**src/rtl/fmm_pkg.sv**
```systemverilog
package fmm_pkg;

    typedef enum logic [1:0] {
        OM_PASS = 2'd0,
        OM_POS  = 2'd1,
        OM_SYM  = 2'd2,
        OM_UNIT = 2'd3
    } omod_e;

    // upper five opcode bits shared by the eight min/max codes
    localparam logic [4:0] OP_GROUP = 5'b00101;
    // low opcode bit meanings inside the group
    localparam int OPB_STRICT = 0;
    localparam int OPB_MAG    = 1;
    localparam int OPB_MAX    = 2;

endpackage

```
**src/rtl/fmm_select.sv**
```systemverilog
module fmm_select
    import fmm_pkg::*;
#(
    parameter int EXP_W = 8,
    parameter int MAN_W = 23
) (
    input  logic [7:0]               op,
    input  logic [EXP_W+MAN_W:0]     a,
    input  logic [EXP_W+MAN_W:0]     b,
    output logic [EXP_W+MAN_W:0]     y
);
    localparam int W    = 1 + EXP_W + MAN_W;
    localparam int QBIT = MAN_W - 1;

    logic         in_group;
    logic [W-1:0] ua, ub, ka, kb, q_mask;
    logic         a_nan, b_nan, a_less, take_a;

    always_comb begin
        in_group = (op[7:3] == OP_GROUP);
        ua = a;
        ub = b;
        if (in_group && op[OPB_MAG]) begin
            ua[W-1] = 1'b0;
            ub[W-1] = 1'b0;
        end
        a_nan = (&ua[W-2:MAN_W]) && (|ua[MAN_W-1:0]);
        b_nan = (&ub[W-2:MAN_W]) && (|ub[MAN_W-1:0]);
        // monotone unsigned key: negatives inverted, positives get top bit set
        ka = ua[W-1] ? ~ua : (ua | {1'b1, {(W-1){1'b0}}});
        kb = ub[W-1] ? ~ub : (ub | {1'b1, {(W-1){1'b0}}});
        a_less = (ka < kb);
        take_a = op[OPB_MAX] ? !a_less : a_less;
        q_mask = '0;
        q_mask[QBIT] = 1'b1;

        if (!in_group)
            y = a;
        else if (a_nan && b_nan)
            y = ua | q_mask;
        else if (a_nan)
            y = op[OPB_STRICT] ? ua : ub;
        else if (b_nan)
            y = op[OPB_STRICT] ? ub : ua;
        else
            y = take_a ? ua : ub;
    end

endmodule

```
**src/rtl/fmm_clamp.sv**
```systemverilog
module fmm_clamp
    import fmm_pkg::*;
#(
    parameter int EXP_W = 8,
    parameter int MAN_W = 23
) (
    input  logic [1:0]               mode,
    input  logic [EXP_W+MAN_W:0]     x,
    output logic [EXP_W+MAN_W:0]     y
);
    localparam int W = 1 + EXP_W + MAN_W;
    localparam logic [W-2:0] ONE_MAG = {1'b0, {(EXP_W-1){1'b1}}, {MAN_W{1'b0}}};

    logic  x_nan, x_neg, over_one;
    omod_e m;

    always_comb begin
        m        = omod_e'(mode);
        x_nan    = (&x[W-2:MAN_W]) && (|x[MAN_W-1:0]);
        x_neg    = x[W-1];
        over_one = (x[W-2:0] > ONE_MAG);
        unique case (m)
            OM_PASS: y = x;
            OM_POS:  y = (x_nan || x_neg) ? '0 : x;
            OM_SYM: begin
                if (x_nan)
                    y = {1'b1, ONE_MAG};
                else if (over_one)
                    y = {x_neg, ONE_MAG};
                else
                    y = x;
            end
            OM_UNIT: begin
                if (x_nan || x_neg)
                    y = '0;
                else if (over_one)
                    y = {1'b0, ONE_MAG};
                else
                    y = x;
            end
        endcase
    end

endmodule

```
**src/rtl/fmm_unit.sv**
```systemverilog
module fmm_unit
    import fmm_pkg::*;
#(
    parameter int EXP_W = 8,
    parameter int MAN_W = 23
) (
    input  logic                   clk,
    input  logic                   rst_n,
    input  logic                   in_valid,
    input  logic [7:0]             in_op,
    input  logic [EXP_W+MAN_W:0]   in_a,
    input  logic [EXP_W+MAN_W:0]   in_b,
    input  logic [1:0]             in_omod,
    output logic                   out_valid,
    output logic [EXP_W+MAN_W:0]   out_result
);
    localparam int W = 1 + EXP_W + MAN_W;
    localparam logic [W-2:0] ONE_MAG = {1'b0, {(EXP_W-1){1'b1}}, {MAN_W{1'b0}}};

    logic [W-1:0] sel_val, sat_val;

    fmm_select #(.EXP_W(EXP_W), .MAN_W(MAN_W)) u_sel (
        .op (in_op),
        .a  (in_a),
        .b  (in_b),
        .y  (sel_val)
    );

    fmm_clamp #(.EXP_W(EXP_W), .MAN_W(MAN_W)) u_sat (
        .mode (in_omod),
        .x    (sel_val),
        .y    (sat_val)
    );

    always_ff @(posedge clk or negedge rst_n) begin
        if (!rst_n) begin
            out_valid  <= 1'b0;
            out_result <= '0;
        end else begin
            out_valid <= in_valid;
            if (in_valid)
                out_result <= sat_val;
        end
    end

    // issue strobe appears one edge later
    a_r2_issue_latency: assert property (@(posedge clk) disable iff (!rst_n)
        in_valid |=> out_valid);
    a_r2_idle_drop: assert property (@(posedge clk) disable iff (!rst_n)
        !in_valid |=> !out_valid);

    // any non-zero modifier never yields a NaN
    a_r9_no_nan_out: assert property (@(posedge clk) disable iff (!rst_n)
        (in_valid && in_omod != 2'd0) |=>
        !((&out_result[W-2:MAN_W]) && (|out_result[MAN_W-1:0])));

    // unit-interval modifier gives non-negative magnitude at most one
    a_r11_unit_range: assert property (@(posedge clk) disable iff (!rst_n)
        (in_valid && in_omod == 2'd3) |=>
        (!out_result[W-1] && out_result[W-2:0] <= ONE_MAG));

    // symmetric modifier bounds the magnitude
    a_r10_sym_range: assert property (@(posedge clk) disable iff (!rst_n)
        (in_valid && in_omod == 2'd2) |=> (out_result[W-2:0] <= ONE_MAG));

    // magnitude forms never return a set sign without a modifier
    a_r6_mag_positive: assert property (@(posedge clk) disable iff (!rst_n)
        (in_valid && in_op[7:3] == OP_GROUP && in_op[OPB_MAG] && in_omod == 2'd0)
        |=> !out_result[W-1]);

    // plain min/max result equals one of the operands
    a_r3_pick_operand: assert property (@(posedge clk) disable iff (!rst_n)
        (in_valid && in_op[7:3] == OP_GROUP && !in_op[OPB_MAG] && in_omod == 2'd0
         && !((&in_a[W-2:MAN_W]) && (|in_a[MAN_W-1:0]))
         && !((&in_b[W-2:MAN_W]) && (|in_b[MAN_W-1:0])))
        |=> (out_result == $past(in_a) || out_result == $past(in_b)));

endmodule

```
**config.mk**
```make
export PLATFORM = sky130hd
export DESIGN_NAME = fmm_unit
export DESIGN_NICKNAME = d
export VERILOG_FILES = /design/src/rtl/fmm_pkg.sv /design/src/rtl/fmm_select.sv /design/src/rtl/fmm_clamp.sv /design/src/rtl/fmm_unit.sv
export SDC_FILE = /design/constraint.sdc
export NUM_CORES = 1
export LEC_CHECK = 0
export ABC_CLOCK_PERIOD_IN_PS = 1800
export BUFFER_PORTS_ARGS = -buffer_cell sky130_fd_sc_hd__buf_2
export CORE_MARGIN = 5
export CORE_UTILIZATION = 59
export DETAILED_ROUTE_END_ITERATION = 10
export GPL_ROUTABILITY_DRIVEN = 0
export HOLD_SLACK_MARGIN = 0.02
export PLACE_DENSITY = 0.85
export SLEW_MARGIN = 20
export SYNTH_ARGS = -nofsm -noshare
export SYNTH_HDL_FRONTEND = slang
export SYNTH_HIERARCHICAL = 1
export SYNTH_SLANG_ARGS = --single-unit
```
**constraint.sdc**
```tcl
create_clock -name clk -period 1.8 [get_ports clk]
set_input_delay 0.09 -clock clk [delete_from_list [all_inputs] [get_ports clk]]
set_output_delay 0.09 -clock clk [all_outputs]
set_load 0.1 [all_outputs]
```
==> impl_metrics.toml, run 1 <==
[global_route]
grt_usage = 0.886
grt_max_degree = 34
globalRoute.totalOverflow = 380

[synthesis]
async_flop_share = 1.00
synth.most_common_cell = "mux2_4"
synth_common_cells = "mux2_4 (59), dfrtp_1 (33), ha_1 (31), xnor2_1 (31), xor2_1 (30)"
syn_area_mm2 = 0.00412
synth_nets = 494
synth-edff-count = 0
ys_ff_latch = 33
yosys_warnings = 6
synth_top_flop_cell = "dfrtp_1"
synth.distinct_cells = 50
synth.area.top_cells = "mux2_4 (21%), dfrtp_1 (20%), ha_1 (9.4%)"
syn_area_per_cell_um2 = 10.7
synth_top_area_share = 0.215
syn_inst = 386
yosysTopAreaCell = "mux2_4"
synth_seq_area_share = 0.200

[placement]
pre_cts_ws_ns = -3.71
io_buffers = 109
place_area_mm2 = 0.00569
dp_hpwl_um = 11300

[floorplanning]
ioPinCount = 110
fp.dieW_um = 93.6
num_rows = 30
start_util = 0.607
die_h_um = 93.6

[cts]
numClockSinks = 33
cts_made_buffers = 5
h-tree-depth = 2
cts_max_path_buffers = 2
cts_root_buf = "clkbuf_8"

[timing]
worstEndpointGrtRepair = "out_result[5]$_DFFE_PN0P_/D"
worst-ep-kind = "register input"

[run_status]
status = "aborted with a tool error"
lastStage = "global routing"
firstError = "[ERROR GRT-0232] Routing congestion too high. Check the congestion heatmap in the GUI."
## metrics by stage
stage                      util  std cells
after CTS                 0.922        715
after detailed placement  0.838        692
after global placement    0.838        692
after floorplan               -        386
## logic make-up after synthesis
| logic type | after synthesis | share of synthesized area |
|---|---|---|
| compound gates | 52 | 0.0889 |
| fa+ha+maj | 31 | 0.0941 |
| buf+inv | 35 | 0.0574 |
| flops | 33 | 0.200 |
| mux | 65 | 0.230 |
| simple gates | 109 | 0.199 |
| xor+xnor | 61 | 0.130 |
## layer usage
layer,GRT overflow,track usage
met1,5,0.823
met2,245,1.09
met3,3,0.703
met4,127,1.01
met5,0,0.276
## what timing repair did
item | 4_1_cts
pin swaps | 22
hold buffers | 1
gates resized for setup | 51
hold endpoints to repair | 33
gates cloned | 2
setup endpoints to repair | 32
buffers inserted | 13
==> run 2, diff against run 1 <==
--- a/config.mk
+++ b/config.mk
@@ -8,11 +8,10 @@
 export ABC_CLOCK_PERIOD_IN_PS = 1800
 export BUFFER_PORTS_ARGS = -buffer_cell sky130_fd_sc_hd__buf_2
 export CORE_MARGIN = 5
-export CORE_UTILIZATION = 59
+export CORE_UTILIZATION = 40
 export DETAILED_ROUTE_END_ITERATION = 10
 export GPL_ROUTABILITY_DRIVEN = 0
-export HOLD_SLACK_MARGIN = 0.02
-export PLACE_DENSITY = 0.85
+export PLACE_DENSITY_LB_ADDON = 0.15
 export SLEW_MARGIN = 20
 export SYNTH_ARGS = -nofsm -noshare
 export SYNTH_HDL_FRONTEND = slang
==> impl_metrics.toml, run 2 <==
[worst_setup_path]
end_kind = "register"
critPathSlowestCell = "or4b_4"
start_kind = "primary input"
reg2reg_depth = 1
critical_path_arrival_ns = 4.88
slowest_delay_ns = 0.50
crit_fanout = 8
worst-setup-path-type = "primary input to register"
required_ns = 1.98

[floorplanning]
start_util = 0.405
num_rows = 37
core-area_mm2 = 0.0102
ioPinCount = 110
dieArea_mm2 = 0.0124
die_h_um = 112
fp.dieW_um = 112

[placement]
place_area_mm2 = 0.00578
io_buffers = 109
dp_hpwl_um = 10100

[power]
seq_power_share = 0.244
p_clk_frac = 0.150
ir_drop_mv = 0.463
p_comb_frac = 0.606
p_per_area_mw_per_mm2 = 572
p_switching_mw = 1.63
p_sw_frac = 0.454
p_leak_nw = 2.99
p_int_mw = 1.96

[cts]
cts_max_path_buffers = 2
h-tree-depth = 2
cts_root_buf = "clkbuf_8"
clock_latency_ns = 0.28
cts_made_buffers = 5
cts_tree = "built"
numClockSinks = 33
clkTransAtPathRegs_ns = 0.07

[global_route]
grt_max_degree = 34
grt_pass1_vias = 3923
grt_pass1_wl_um = 19600
antenna_found_initial = 0
grt_usage = 0.191
globalRoute.totalOverflow = 0

[finish]
fin_nets = 719
fill_cells = 860
largest_register = "out_result"
drive_above_1_share = 0.601
mostFrequentLayoutCell = "buf_4"
fin_area_mm2 = 0.00629
largestRegisters = "out_result x32, out_valid x1"
largest_register_ffs = 32
antennaDiodeCount = 0
final_cell_mix = "buf_4 (114), buf_2 (107), mux2_4 (60)"
final_core_util = 0.618
synthToLayoutAreaGrowth_pct = 52.6

[synthesis]
synth.most_common_cell = "mux2_4"
synth.distinct_cells = 50
synth_top_flop_cell = "dfrtp_1"
synth_fa_ha_area_frac = 0.0941
syn_area_mm2 = 0.00412
async_flop_share = 1.00
synth.area.top_cells = "mux2_4 (21%), dfrtp_1 (20%), ha_1 (9.4%)"
synth_nets = 494
syn_inst = 386
synth_compound_area_frac = 0.0889
ys_ff_latch = 33
synth_top_area_share = 0.215
synth_common_cells = "mux2_4 (59), dfrtp_1 (33), ha_1 (31), xnor2_1 (31), xor2_1 (30)"
yosysTopAreaCell = "mux2_4"
synth_top_family_by_area = "multiplexers"
synthMuxAreaShare = 0.230
synth_seq_area_share = 0.200
yosys_warnings = 6
synthXorXnorAreaFrac = 0.130
synth-edff-count = 0
syn_area_per_cell_um2 = 10.7
synthSimpleGateAreaFrac = 0.199

[detailed_routing]
initialDrtViolationCount = 141
vias = 3797
wl_per_cell_um = 16.5
viasPerCell = 5.08
routed_wl_um = 12300
drt_first_pass_iters = 4
drtAntennaViolNets = 0
drc = 0

[min_path]
min_path_type = "primary input to register"
hold_depth = 2

[run_status]
status = "finished, violations left"
violations = "negative setup slack"

[timing]
finalHoldViolCount = 0
whs_ns = 0.178
finalCriticalPeriod_ns = 4.70
finalClockSkew_ns = 0
drv_slew = 0
rsz0062_at_grt = "true"
period_share = 2.61
relSlewSlack = 0.522
fin_ws_ns = -2.90
setup_viol = 32
max_freq_ghz = 0.213
tns_ns = -91.25
worst_pin_slew_ns = 0.718

[run]
cap_violations = 0
## run 2: final timing paths
check,slack (ns),endpoint,start
worst min register to register,0.51,out_result[26]$_DFFE_PN0P_,out_result[26]$_DFFE_PN0P_
max in group asynchronous,0.94,out_result[7]$_DFFE_PN0P_,rst_n
worst max-delay path,-2.90,out_result[29]$_DFFE_PN0P_,in_op[6]
worst max register to register,1.02,out_result[27]$_DFFE_PN0P_,out_result[27]$_DFFE_PN0P_
min in group asynchronous,0.39,out_result[26]$_DFFE_PN0P_,rst_n
worst min-delay path,0.18,out_valid$_DFF_PN0_,in_valid
## run 2: kinds of logic after synthesis
family / count (synthesis)
simple gates: 109
mux: 65
xor+xnor: 61
compound gates: 52
buf+inv: 35
flops: 33
fa+ha+maj: 31
## run 2: what timing repair did
item | in CTS | in global routing
pin swaps | 11 | 21
endpoints found under the hold margin | 33 | 0
resized for setup | 34 | 21
gates cloned | 1 | 0
hold buffers | 1 | 0
setup endpoints to repair | 32 | 32
buffers inserted | 5 | 4
## run 2: final cells by class
| cell class | count | area (µm²) | share of cell area |
|---|---|---|---|
| multi-input cells | 318 | 3410 | 0.543 |
| clock buffers | 6 | 72.6 | 0.0115 |
| repair buffers | 242 | 1760 | 0.279 |
| inverters | 11 | 41.3 | 0.00656 |
| well taps | 136 | 170 | 0.0271 |
| clock inverters | 2 | 10.0 | 0.00159 |
| flip-flops and latches | 33 | 826 | 0.131 |
## run 2: stage by stage
stage / cells / total power [mW] / worst slack (ns)
after floorplan: 386 / 2.30 / -2.90
after global placement: 730 / 2.92 / -3.44
after detailed placement: 730 / 2.93 / -3.47
after CTS: 745 / 3.55 / -2.90
after global routing: 748 / 3.79 / -3.07
final: 748 / 3.60 / -2.90
## run 2: power by group through the flow
stage | sequential, mW | combinational, mW | clock (mW)
floorplan | 1.53 | 0.772 | 0
global placement | 0.890 | 2.03 | 0
detailed placement | 0.892 | 2.04 | 0
CTS | 0.880 | 2.11 | 0.557
global route | 0.889 | 2.32 | 0.586
finish | 0.877 | 2.18 | 0.539
## run 2: routing by layer
| layer | wire length, µm | GRT usage |
|---|---|---|
| met5 | 0 | 0 |
| met4 | 207 | 0.0552 |
| met3 | 407 | 0.0179 |
| met2 | 6190 | 0.334 |
| met1 | 5540 | 0.249 |
## run 2: worst max-delay path: cells and delay by family
family / cells / cell delay, ns
buf+inv: 7 / 1.00
fa+ha+maj: 1 / 0.27
xor+xnor: 1 / 0.16
simple gates: 9 / 1.69
mux: 2 / 0.46
compound gates: 6 / 1.19
(Power assumes the default switching activity.)
==> run 3, diff against run 2 <==
--- a/config.mk
+++ b/config.mk
@@ -7,7 +7,7 @@
 export LEC_CHECK = 0
 export ABC_CLOCK_PERIOD_IN_PS = 1800
 export BUFFER_PORTS_ARGS = -buffer_cell sky130_fd_sc_hd__buf_2
-export CORE_MARGIN = 5
+export CORE_MARGIN = 2
 export CORE_UTILIZATION = 40
 export DETAILED_ROUTE_END_ITERATION = 10
 export GPL_ROUTABILITY_DRIVEN = 0
==> impl_metrics.toml, run 3 (synthesis gave the netlist of run 2 again) <==
[run_status]
status = "finished, violations left"
violations = "negative setup slack"

[run]
cap_violations = 0

[worst_setup_path]
critical_path_arrival_ns = 4.98
end_kind = "register"
required_ns = 2.02
start_kind = "primary input"
crit_fanout = 17
worst-setup-path-type = "primary input to register"

[timing]
finalClockSkew_ns = 0
finalHoldViolCount = 0
setup_viol = 32
finalCriticalPeriod_ns = 4.77
drv_slew = 0
period_share = 2.65
worst_pin_slew_ns = 0.727
fin_ws_ns = -2.97
relSlewSlack = 0.515
rsz0062_at_grt = "true"
max_freq_ghz = 0.210

[finish]
fill_cells = 812
drive_above_1_share = 0.622
fin_nets = 737
antennaDiodeCount = 0
fin_area_mm2 = 0.00647
layoutNonFillerInstCount = 766
final_cell_mix = "buf_4 (133), buf_2 (107), mux2_4 (61)"
largest_register = "out_result"
largest_register_ffs = 32
largestRegisters = "out_result x32, out_valid x1"
mostFrequentLayoutCell = "buf_4"
synthToLayoutAreaGrowth_pct = 57.0

[placement]
dp_hpwl_um = 9810
pre_cts_ws_ns = -3.49
dpl.cell_count = 740
place_area_mm2 = 0.00580
io_buffers = 109

[global_route]
grt_usage = 0.215
antenna_found_initial = 0
globalRoute.totalOverflow = 0
grt_max_degree = 34
grt_pass1_vias = 3980
grt_pass1_wl_um = 19300

[detailed_routing]
initialDrtViolationCount = 114
drc = 0
viasPerCell = 5.09
drtAntennaViolNets = 0
wl_per_cell_um = 16.2
vias = 3902
drt_first_pass_iters = 4
routed_wl_um = 12400

[cts]
h-tree-depth = 2
clkTransAtPathRegs_ns = 0.07
cts_root_buf = "clkbuf_8"
cts_max_path_buffers = 2
numClockSinks = 33
cts_tree = "built"
cts_made_buffers = 5
clock_latency_ns = 0.27

[power]
ir_drop_mv = 0.533
p_per_area_mw_per_mm2 = 590
p_leak_nw = 3.09

[floorplanning]
fp.dieW_um = 106
start_util = 0.405
core-area_mm2 = 0.0102
ioPinCount = 110
dieArea_mm2 = 0.0111
num_rows = 37
die_h_um = 106

[min_path]
min_path_type = "primary input to register"
-- run 3: cell types whose count changed in the layout (fill, tap and decap cells not counted), sizes merged --
cell / previous run / this run
clkbuf: 6 / 10
bufinv: 0 / 1
buf: 241 / 256
clkinv: 2 / 0
-- run 3: final cells by class --
type / count / area [µm²] / area share
well taps: 136 / 170 / 0.0263
repair buffers: 260 / 1870 / 0.289
clock inverters: 1 / 30.0 / 0.00464
multi-input cells: 318 / 3450 / 0.533
inverters: 11 / 41.3 / 0.00638
flip-flops and latches: 33 / 826 / 0.128
clock buffers: 7 / 86.3 / 0.0133
-- run 3: critical path, cell delays in order --
cell and delay [ns]:
buf_6 0.09, nor4b_4 0.27, and2_4 0.22, nand2_8 0.08, nand2_8 0.10, buf_4 0.12
xnor2_1 0.14, ha_1 0.29, a21oi_2 0.14, o21ai_1 0.07, a221o_1 0.36, or4b_4 0.51
nor2_4 0.10, a211oi_2 0.05, o21a_4 0.24, buf_12 0.16, mux2_4 0.34, nor4_4 0.29
nand4_1 0.22, o2111a_2 0.40, buf_6 0.18, nor4b_4 0.30, mux2_4 0.18
-- run 3: worst paths after layout --
kind	start	endpoint	slack [ns]	depth (start not counted)
max in group asynchronous	rst_n	out_result[20]$_DFFE_PN0P_	0.93	2
max reg2reg	out_result[5]$_DFFE_PN0P_	out_result[5]$_DFFE_PN0P_	1.00	1
min	in_valid	out_valid$_DFF_PN0_	0.19	2
min in group asynchronous	rst_n	out_result[17]$_DFFE_PN0P_	0.41	2
min reg2reg	out_result[12]$_DFFE_PN0P_	out_result[12]$_DFFE_PN0P_	0.50	1
max	in_op[7]	out_result[0]$_DFFE_PN0P_	-2.97	23
-- run 3: report_power, final --
part | leakage, nW | internal, mW | switching [mW]
sequential | 0.414 | 0.829 | 0.0512
clock | 0.0585 | 0.451 | 0.258
combinational | 2.61 | 0.893 | 1.33
total | 3.09 | 2.17 | 1.64
-- run 3: routing by layer --
metal | GRT usage | part of all wire | vias to the layer above
li1 | - | - | 1934
met1 | 0.281 | 0.45 | 1869
met2 | 0.377 | 0.51 | 85
met3 | 0.0173 | 0.029 | 14
met4 | 0.0648 | 0.017 | 0
met5 | 0 | 0 | -
-- run 3: through the flow --
step           utilization  power, mW  TNS (ns)  hold slack, ns
2_1_floorplan            -       2.30    -91.55          -0.206
3_3_place_gp         0.570       2.92   -104.46           0.193
3_5_place_dp         0.570       2.94   -107.10           0.197
4_1_cts              0.609       3.74    -88.94           0.190
5_1_grt              0.635       4.01    -98.58           0.192
6_report             0.635       3.82    -92.15           0.193
-- run 3: what timing repair did --
action / in CTS / in global routing
cloned: 0 / 3
setup endpoints to repair: 32 / 32
setup buffers: 9 / 5
pin swaps: 11 / 17
endpoints found under the hold margin: 33 / 0
hold buffers: 1 / 0
resized for setup: 36 / 27
